`src/rtl/irq_lvl_pkg.sv`:
```
package irq_lvl_pkg;
    localparam int WORD_W     = 32;
    localparam int LVL_W      = 4;
    localparam int NLVL       = 16;
    localparam int MASTER_BIT = 31;
    localparam int TMR_EN_BIT = 7;
    localparam int ERR_LO     = 27;
    localparam int ERR_HI     = 30;
    localparam int SOFT_LO    = 17;

    localparam int A_RAW      = 0;
    localparam int A_MASK     = 1;
    localparam int A_MSET     = 2;
    localparam int A_MCLR     = 3;
    localparam int A_TGT      = 4;
    localparam int A_SOFT     = 8;

    // expansion/VME pair k (1..7) -> processor level
    function automatic int pair_level(input int k);
        return (k == 1) ? 2 : 2 * k - 1;
    endfunction

    // unmasked device lines -> request vector indexed by level
    function automatic logic [NLVL-1:0] dev_levels(input logic [WORD_W-1:0] act);
        logic [NLVL-1:0] l;
        l = '0;
        for (int k = 1; k <= 7; k++) begin
            l[pair_level(k)] = l[pair_level(k)] | act[6 + k] | act[k - 1];
        end
        l[4]  = l[4]  | act[18];
        l[6]  = l[6]  | act[16];
        l[8]  = l[8]  | act[20];
        l[9]  = l[9]  | act[21];
        l[10] = l[10] | act[19];
        l[11] = l[11] | act[22];
        l[12] = l[12] | act[15] | act[14];
        l[13] = l[13] | act[17];
        return l;
    endfunction
endpackage

```
`src/rtl/irq_cfg_regs.sv`:
```
module irq_cfg_regs
    import irq_lvl_pkg::*;
#(
    parameter int NCPU = 4,
    parameter int AW   = 4,
    parameter int TW   = 2
) (
    input  logic                   clk,
    input  logic                   rst_n,
    input  logic                   bus_wr,
    input  logic [AW-1:0]          bus_addr,
    input  logic [WORD_W-1:0]      bus_wdata,
    output logic [WORD_W-1:0]      mask_q,
    output logic [TW-1:0]          target_q,
    output logic [NCPU*WORD_W-1:0] soft_q
);
    localparam logic [WORD_W-1:0] SOFT_KEEP = {{(WORD_W-SOFT_LO){1'b1}}, {SOFT_LO{1'b0}}};

    wire wr_set = bus_wr && (bus_addr == AW'(A_MSET));
    wire wr_clr = bus_wr && (bus_addr == AW'(A_MCLR));
    wire wr_tgt = bus_wr && (bus_addr == AW'(A_TGT));

    always_ff @(posedge clk or negedge rst_n) begin
        if (!rst_n) begin
            mask_q   <= '1;
            target_q <= '0;
        end else begin
            if (wr_set)
                mask_q <= mask_q | bus_wdata;
            else if (wr_clr)
                mask_q <= mask_q & ~bus_wdata;
            if (wr_tgt)
                target_q <= bus_wdata[TW-1:0];
        end
    end

    for (genvar c = 0; c < NCPU; c++) begin : g_soft
        wire s_set = bus_wr && (bus_addr == AW'(A_SOFT + 2 * c));
        wire s_clr = bus_wr && (bus_addr == AW'(A_SOFT + 2 * c + 1));
        always_ff @(posedge clk or negedge rst_n) begin
            if (!rst_n)
                soft_q[c*WORD_W +: WORD_W] <= '0;
            else if (s_set)
                soft_q[c*WORD_W +: WORD_W] <= soft_q[c*WORD_W +: WORD_W] | (bus_wdata & SOFT_KEEP);
            else if (s_clr)
                soft_q[c*WORD_W +: WORD_W] <= soft_q[c*WORD_W +: WORD_W] & ~(bus_wdata & SOFT_KEEP);
        end
        // the low soft bits never hold a request
        a_r8_soft_low_zero: assert property (@(posedge clk) disable iff (!rst_n)
            s_set |=> soft_q[c*WORD_W +: SOFT_LO] == '0);
    end

    // every written one is masked afterwards
    a_r2_mask_set: assert property (@(posedge clk) disable iff (!rst_n)
        wr_set |=> ((mask_q & $past(bus_wdata)) == $past(bus_wdata)));
    // every written one is unmasked, zeros keep their value
    a_r3_mask_clear: assert property (@(posedge clk) disable iff (!rst_n)
        wr_clr |=> (((mask_q & $past(bus_wdata)) == '0) &&
                   ((mask_q & ~$past(bus_wdata)) == ($past(mask_q) & ~$past(bus_wdata)))));
endmodule

```
`src/rtl/irq_src_map.sv`:
```
module irq_src_map
    import irq_lvl_pkg::*;
#(
    parameter int NCPU = 4,
    parameter int TW   = 2
) (
    input  logic [WORD_W-1:0]    lines,
    input  logic [WORD_W-1:0]    mask,
    input  logic [TW-1:0]        target,
    input  logic [NCPU-1:0]      tmr,
    output logic [NCPU*NLVL-1:0] hw_req
);
    logic [WORD_W-1:0] act;
    logic [NLVL-1:0]   dev;
    logic              err;
    logic              tmr_open;

    always_comb begin
        act      = mask[MASTER_BIT] ? '0 : (lines & ~mask);
        dev      = dev_levels(act);
        err      = |act[ERR_HI:ERR_LO];
        tmr_open = !mask[MASTER_BIT] && !mask[TMR_EN_BIT];
    end

    for (genvar c = 0; c < NCPU; c++) begin : g_cpu
        always_comb begin
            hw_req[c*NLVL +: NLVL] = (target == TW'(c)) ? dev : '0;
            hw_req[c*NLVL + 15]    = err;
            hw_req[c*NLVL + 14]    = tmr[c] && tmr_open;
        end
    end
endmodule

```
`src/rtl/irq_prio_enc.sv`:
```
module irq_prio_enc
    import irq_lvl_pkg::*;
(
    input  logic             clk,
    input  logic             rst_n,
    input  logic [NLVL-1:0]  req,
    output logic [LVL_W-1:0] pil_q
);
    logic [LVL_W-1:0] pick;

    always_comb begin
        pick = '0;
        for (int i = 1; i < NLVL; i++) begin
            if (req[i]) pick = LVL_W'(i);
        end
    end

    always_ff @(posedge clk or negedge rst_n) begin
        if (!rst_n) pil_q <= '0;
        else        pil_q <= pick;
    end

    // idle requests give level 0
    a_r11_idle_zero: assert property (@(posedge clk) disable iff (!rst_n)
        (req[NLVL-1:1] == '0) |=> (pil_q == '0));
    // the top level always wins
    a_r11_top_wins: assert property (@(posedge clk) disable iff (!rst_n)
        req[NLVL-1] |=> (pil_q == LVL_W'(NLVL-1)));
endmodule

```
`src/rtl/irq_level_ctrl.sv`:
```
module irq_level_ctrl
    import irq_lvl_pkg::*;
#(
    parameter int NCPU = 4,
    parameter int AW   = 4
) (
    input  logic                  clk,
    input  logic                  rst_n,
    input  logic [WORD_W-1:0]     dev_lines_i,
    input  logic [NCPU-1:0]       tmr_i,
    input  logic                  bus_wr,
    input  logic [AW-1:0]         bus_addr,
    input  logic [WORD_W-1:0]     bus_wdata,
    output logic [WORD_W-1:0]     bus_rdata,
    output logic [NCPU*LVL_W-1:0] pil_o
);
    localparam int TW = (NCPU > 1) ? $clog2(NCPU) : 1;

    logic [WORD_W-1:0]      mask_q;
    logic [TW-1:0]          target_q;
    logic [NCPU*WORD_W-1:0] soft_q;
    logic [NCPU*NLVL-1:0]   hw_req;

    irq_cfg_regs #(.NCPU(NCPU), .AW(AW), .TW(TW)) u_regs (
        .clk(clk), .rst_n(rst_n), .bus_wr(bus_wr), .bus_addr(bus_addr),
        .bus_wdata(bus_wdata), .mask_q(mask_q), .target_q(target_q), .soft_q(soft_q)
    );

    irq_src_map #(.NCPU(NCPU), .TW(TW)) u_map (
        .lines(dev_lines_i), .mask(mask_q), .target(target_q), .tmr(tmr_i), .hw_req(hw_req)
    );

    for (genvar c = 0; c < NCPU; c++) begin : g_enc
        logic [NLVL-1:0] req;
        assign req = hw_req[c*NLVL +: NLVL] |
                     {soft_q[c*WORD_W + SOFT_LO +: NLVL-1], 1'b0};
        irq_prio_enc u_enc (
            .clk(clk), .rst_n(rst_n), .req(req), .pil_q(pil_o[c*LVL_W +: LVL_W])
        );

        // master mask with no soft request leaves the processor idle
        a_r4_master_blocks: assert property (@(posedge clk) disable iff (!rst_n)
            (mask_q[MASTER_BIT] && soft_q[c*WORD_W +: WORD_W] == '0)
            |=> (pil_o[c*LVL_W +: LVL_W] == '0));
        // a processor that is not the target sees no device level
        a_r9_steer_only: assert property (@(posedge clk) disable iff (!rst_n)
            (target_q != TW'(c) && !tmr_i[c] && soft_q[c*WORD_W +: WORD_W] == '0 &&
             (dev_lines_i[ERR_HI:ERR_LO] & ~mask_q[ERR_HI:ERR_LO]) == '0)
            |=> (pil_o[c*LVL_W +: LVL_W] == '0));
    end

    always_comb begin
        bus_rdata = '0;
        case (bus_addr)
            AW'(A_RAW):  bus_rdata = dev_lines_i;
            AW'(A_MASK): bus_rdata = mask_q;
            AW'(A_TGT):  bus_rdata = WORD_W'(target_q);
            default: begin
                for (int c = 0; c < NCPU; c++) begin
                    if (bus_addr == AW'(A_SOFT + 2 * c) || bus_addr == AW'(A_SOFT + 2 * c + 1))
                        bus_rdata = soft_q[c*WORD_W +: WORD_W];
                end
            end
        endcase
    end
endmodule

```
`config.mk`:
```
export PLATFORM = sky130hd
export DESIGN_NAME = irq_level_ctrl
export DESIGN_NICKNAME = d
export VERILOG_FILES = /design/src/rtl/irq_lvl_pkg.sv /design/src/rtl/irq_cfg_regs.sv /design/src/rtl/irq_src_map.sv /design/src/rtl/irq_prio_enc.sv /design/src/rtl/irq_level_ctrl.sv
export SDC_FILE = /design/constraint.sdc
export NUM_CORES = 1
export LEC_CHECK = 0
export BUFFER_PORTS_ARGS = -buffer_cell sky130_fd_sc_hd__buf_2
export CAP_MARGIN = 20
export CORE_UTILIZATION = 62
export DETAILED_ROUTE_END_ITERATION = 10
export PLACE_DENSITY = 0.85
export SLEW_MARGIN = 20
export SYNTH_ARGS = -nofsm -noshare
export SYNTH_HDL_FRONTEND = slang
export SYNTH_HIERARCHICAL = 1
export SYNTH_SLANG_ARGS = --single-unit
export TNS_END_PERCENT = 30
```
`constraint.sdc`:
```
create_clock -name clk -period 3.7 [get_ports clk]
set_input_delay 0.74 -clock clk [delete_from_list [all_inputs] [get_ports clk]]
set_output_delay 0.74 -clock clk [all_outputs]
set_load 0.005 [all_outputs]
```
==> results by stage <==
Run status:
- The flow ran to the end, and the final reports show no timing, DRC or antenna violations.

Timing:
- At the pin with the least slew margin, the transition time is just over 0.9 ns.
- The time the worst path needs with I/O delays and setup is about 3.2 ns.
- The number of pins with negative max-slew slack in the final report was 0.
- The hold violation total from the final report is 0.
- Setup violations remaining at the end of the flow were counted as 0.
- Adding up every negative setup slack in the final design gives 0 ns.
- After layout, the worst setup slack is just under 0.5 ns.
- Across the routed clock network, the largest skew measured is around 0.0063 ns.
- Hold is met by 0.476 ns.
- Headroom to the max-slew limit came out at 0.380.
- Setup repair after global routing left no endpoint under its margin.
- Static timing analysis puts the maximum clock frequency at 311 MHz.
- Of the available clock period, the critical path in the final layout requires 0.870.

Setup path:
- The source of the critical timing path is bus_addr[3].
- The endpoint of the worst register-to-register path is g_enc[2].u_enc/pil_q[0].
- For the worst setup path, the data arrival time is 2.48 ns.
- STA classifies the critical path startpoint as a primary input.
- The register-to-register setup slack is 1.23 ns.
- The worst setup path is captured at an output port.
- Walking the worst path, the cells encountered are buf_2, nand2b_1, buf_4, o22ai_1, a2bb2oi_1, buf_2.
- The data required time at the worst endpoint is 2.96 ns.
- The cell type with the highest occurrence count on the critical path is sky130_fd_sc_hd__buf_2.
- The largest fanout on the critical path is 23.
- By startpoint and endpoint, the worst setup path is classified as in -> out.
- The largest individual stage delay along the critical path comes from the cell sky130_fd_sc_hd__nand2b_1.
- The largest stage delay on the critical path is 0.51 ns.
- The worst reg-to-reg path cell count is 6.

Detailed routing:
- The detailed router finished its first iteration with a little over 700 violations.
- Once detail routing completed, the nets flagged for antenna violations numbered 0.
- Wire segments on met2 add up to around 11 mm in the final route.
- The length of routed met3 wiring is between 2 and 2.5 mm.
- The via count normalized by instance count is around 5.9.
- For this block, wires on met1 add up to between 9 and 10 mm.
- In this run the top signal layer used is met4.
- The count of vias placed by the detailed router is approximately 7700.
- Dividing the detail-routed wire length by the instance count gives 18.5 um.
- For this run, design rule violations remaining after detail routing come to 0.
- The total wire length after detailed routing is about 24 mm.
- The length of the first detailed-routing pass in iterations is 6.

Clock tree:
- The clock-pin slew of the registers on the worst-case setup and hold paths is around 0.07 ns.
- The clock tree buffer depth is 2.
- Clock tree synthesis inserted a total of 9 buffers.
- For the worst-skew pair, the clock arrives at the later sink with an insertion delay of between 0.3 and 0.4 ns.
- The hold buffer count at cts is 0.
- The CTS H-tree depth is 3.
- For this design, the sink count on the clock tree is 110.
- In this run the clock root is driven by a sky130_fd_sc_hd__clkbuf_16.
- The number of setup buffers added after CTS is 0.
- The number of gates resized after CTS is 0.
- TritonCTS built the clock tree.

Global routing:
- For this run, the total global-route usage over all layers was measured as 0.341.
- The number of antenna violations at the first check in global routing is 0.
- The via count of the first global-routing pass is 7315.
- The first global-routing pass estimated 37.9 mm of wire.
- The total congestion overflow is 0.
- The pin count of the biggest net entering global routing is just under 70.

Place:
- Before CTS, the worst setup slack after placement is between 0.5 and 0.6 ns.
- Summed over all nets, the half-perimeter wirelength after detailed placement is 17.1 mm.
- The placer congestion estimate is ~0.96.
- During placement, the flow inserted port buffers numbering roughly 120.
- The placed standard-cell area is about 9000 um2.

Synth:
- The average instance area after synthesis is 8.35 um2.
- The mapped cell area is 8700 um2.
- For this run, the number of Yosys warnings is 6.
- The cell count after synthesis came out at ~1000.

Floorplan:
- For this configuration, the core starts out at a cell density of 0.647.
- During I/O placement, the number of pins put on the boundary was between 100 and 150.
- The die is 120 um tall.
- The floorplan die area is approximately 15000 um2.
- The width of the die is around 120 um.
- After floorplanning, the core was sized to cover around 13000 um2.
- The floorplan has between 40 and 50 rows.

Power:
- Across the VDD grid, the largest voltage drop is 0.360 mV.
- In this run the static leakage power is between 4 and 5 nW.
- In this run the power density over the cells is roughly 440 nW/um2.

Hold path:
- The number of stages on the worst hold path is 2.
- The worst hold path class is reg -> reg.

Finish:
- In the final layout, the share of cells above drive strength 1 is 0.231.
- The filler cells instantiated in the layout total around 1100.
- The area growth from synthesis to layout is 6.37%.
- In the final design database the tool counted 1193 nets.
- The diode insertion count for antenna repair is 0.
- Once layout is done, the placed cells without fillers occupy about 9300 um2.
- For this run, the share of the core covered by cells in the final layout is 0.688.

Run:
- The max capacitance violation total is 0.
## area by class of cell
type,count,area (um2),area share
clock inverters,4,25.0,0.00270
repair buffers,136,748,0.0808
inverters,96,360,0.0389
well taps,176,220,0.0238
multi-input cells,765,4870,0.527
flip-flops and latches,110,2790,0.302
clock buffers,12,236,0.0255
## through the flow
step	instances	power (mW)
6_report	1299	4.04
5_1_grt	1299	4.25
4_1_cts	1299	4.01
3_5_place_dp	1283	3.10
3_3_place_gp	1283	3.05
2_1_floorplan	1112	2.72
## per-layer routing
layer | GRT usage | vias to the layer above
met2 | 0.528 | 429
met1 | 0.454 | 3648
li1 | - | 3530
met3 | 0.0660 | 89
met5 | 0 | -
met4 | 0.172 | 0
## worst max-delay path, delay by kind of cell
family | cells | cell delay [ns]
buffers and inverters | 3 | 0.82
AND/OR/NAND/NOR | 1 | 0.51
AO/OA/AOI/OAI | 2 | 0.40
## cells in the final DEF (no fill, tap or decap), types with 3 or more instances in the layout
master and n:
sky130_fd_sc_hd__mux2i_1 130, sky130_fd_sc_hd__nand2_1 124, sky130_fd_sc_hd__buf_2 119, sky130_fd_sc_hd__inv_1 96, sky130_fd_sc_hd__dfrtp_1 78, sky130_fd_sc_hd__conb_1 72
sky130_fd_sc_hd__or2_2 61, sky130_fd_sc_hd__nand2b_1 58, sky130_fd_sc_hd__nor2_1 57, sky130_fd_sc_hd__o22ai_1 52, sky130_fd_sc_hd__dfstp_2 32, sky130_fd_sc_hd__a2bb2oi_1 29
sky130_fd_sc_hd__nor2b_1 26, sky130_fd_sc_hd__a211oi_1 26, sky130_fd_sc_hd__a21oi_1 25, sky130_fd_sc_hd__a31oi_1 16, sky130_fd_sc_hd__buf_4 15, sky130_fd_sc_hd__o21ai_0 10
sky130_fd_sc_hd__clkbuf_16 9, sky130_fd_sc_hd__nor4_1 8, sky130_fd_sc_hd__nand3_1 6, sky130_fd_sc_hd__or3b_1 5, sky130_fd_sc_hd__or3b_4 5, sky130_fd_sc_hd__mux2_2 4
sky130_fd_sc_hd__and2b_1 4, sky130_fd_sc_hd__o311ai_1 4, sky130_fd_sc_hd__a311o_1 4, sky130_fd_sc_hd__and2b_2 4, sky130_fd_sc_hd__a221o_1 4, sky130_fd_sc_hd__nor3_1 4
sky130_fd_sc_hd__a311oi_1 4, sky130_fd_sc_hd__and2_1 4, sky130_fd_sc_hd__clkbuf_1 3
## power by group
| part | total [mW] | switching (mW) | internal [mW] |
|---|---|---|---|
| combinational | 1.36 | 0.764 | 0.593 |
| clock | 0.903 | 0.447 | 0.456 |
| sequential | 1.78 | 0.253 | 1.53 |
## how the worst max path moves through the flow
| stage | to | depth (start not counted) |
|---|---|---|
| global placement | bus_rdata[24] | 6 |
| detailed placement | bus_rdata[24] | 6 |
| finish | bus_rdata[24] | 6 |
| CTS | bus_rdata[24] | 6 |
| global route | bus_rdata[24] | 6 |
| floorplan | bus_rdata[14] | 6 |
Note: power is estimated with default switching activity, not from simulation.
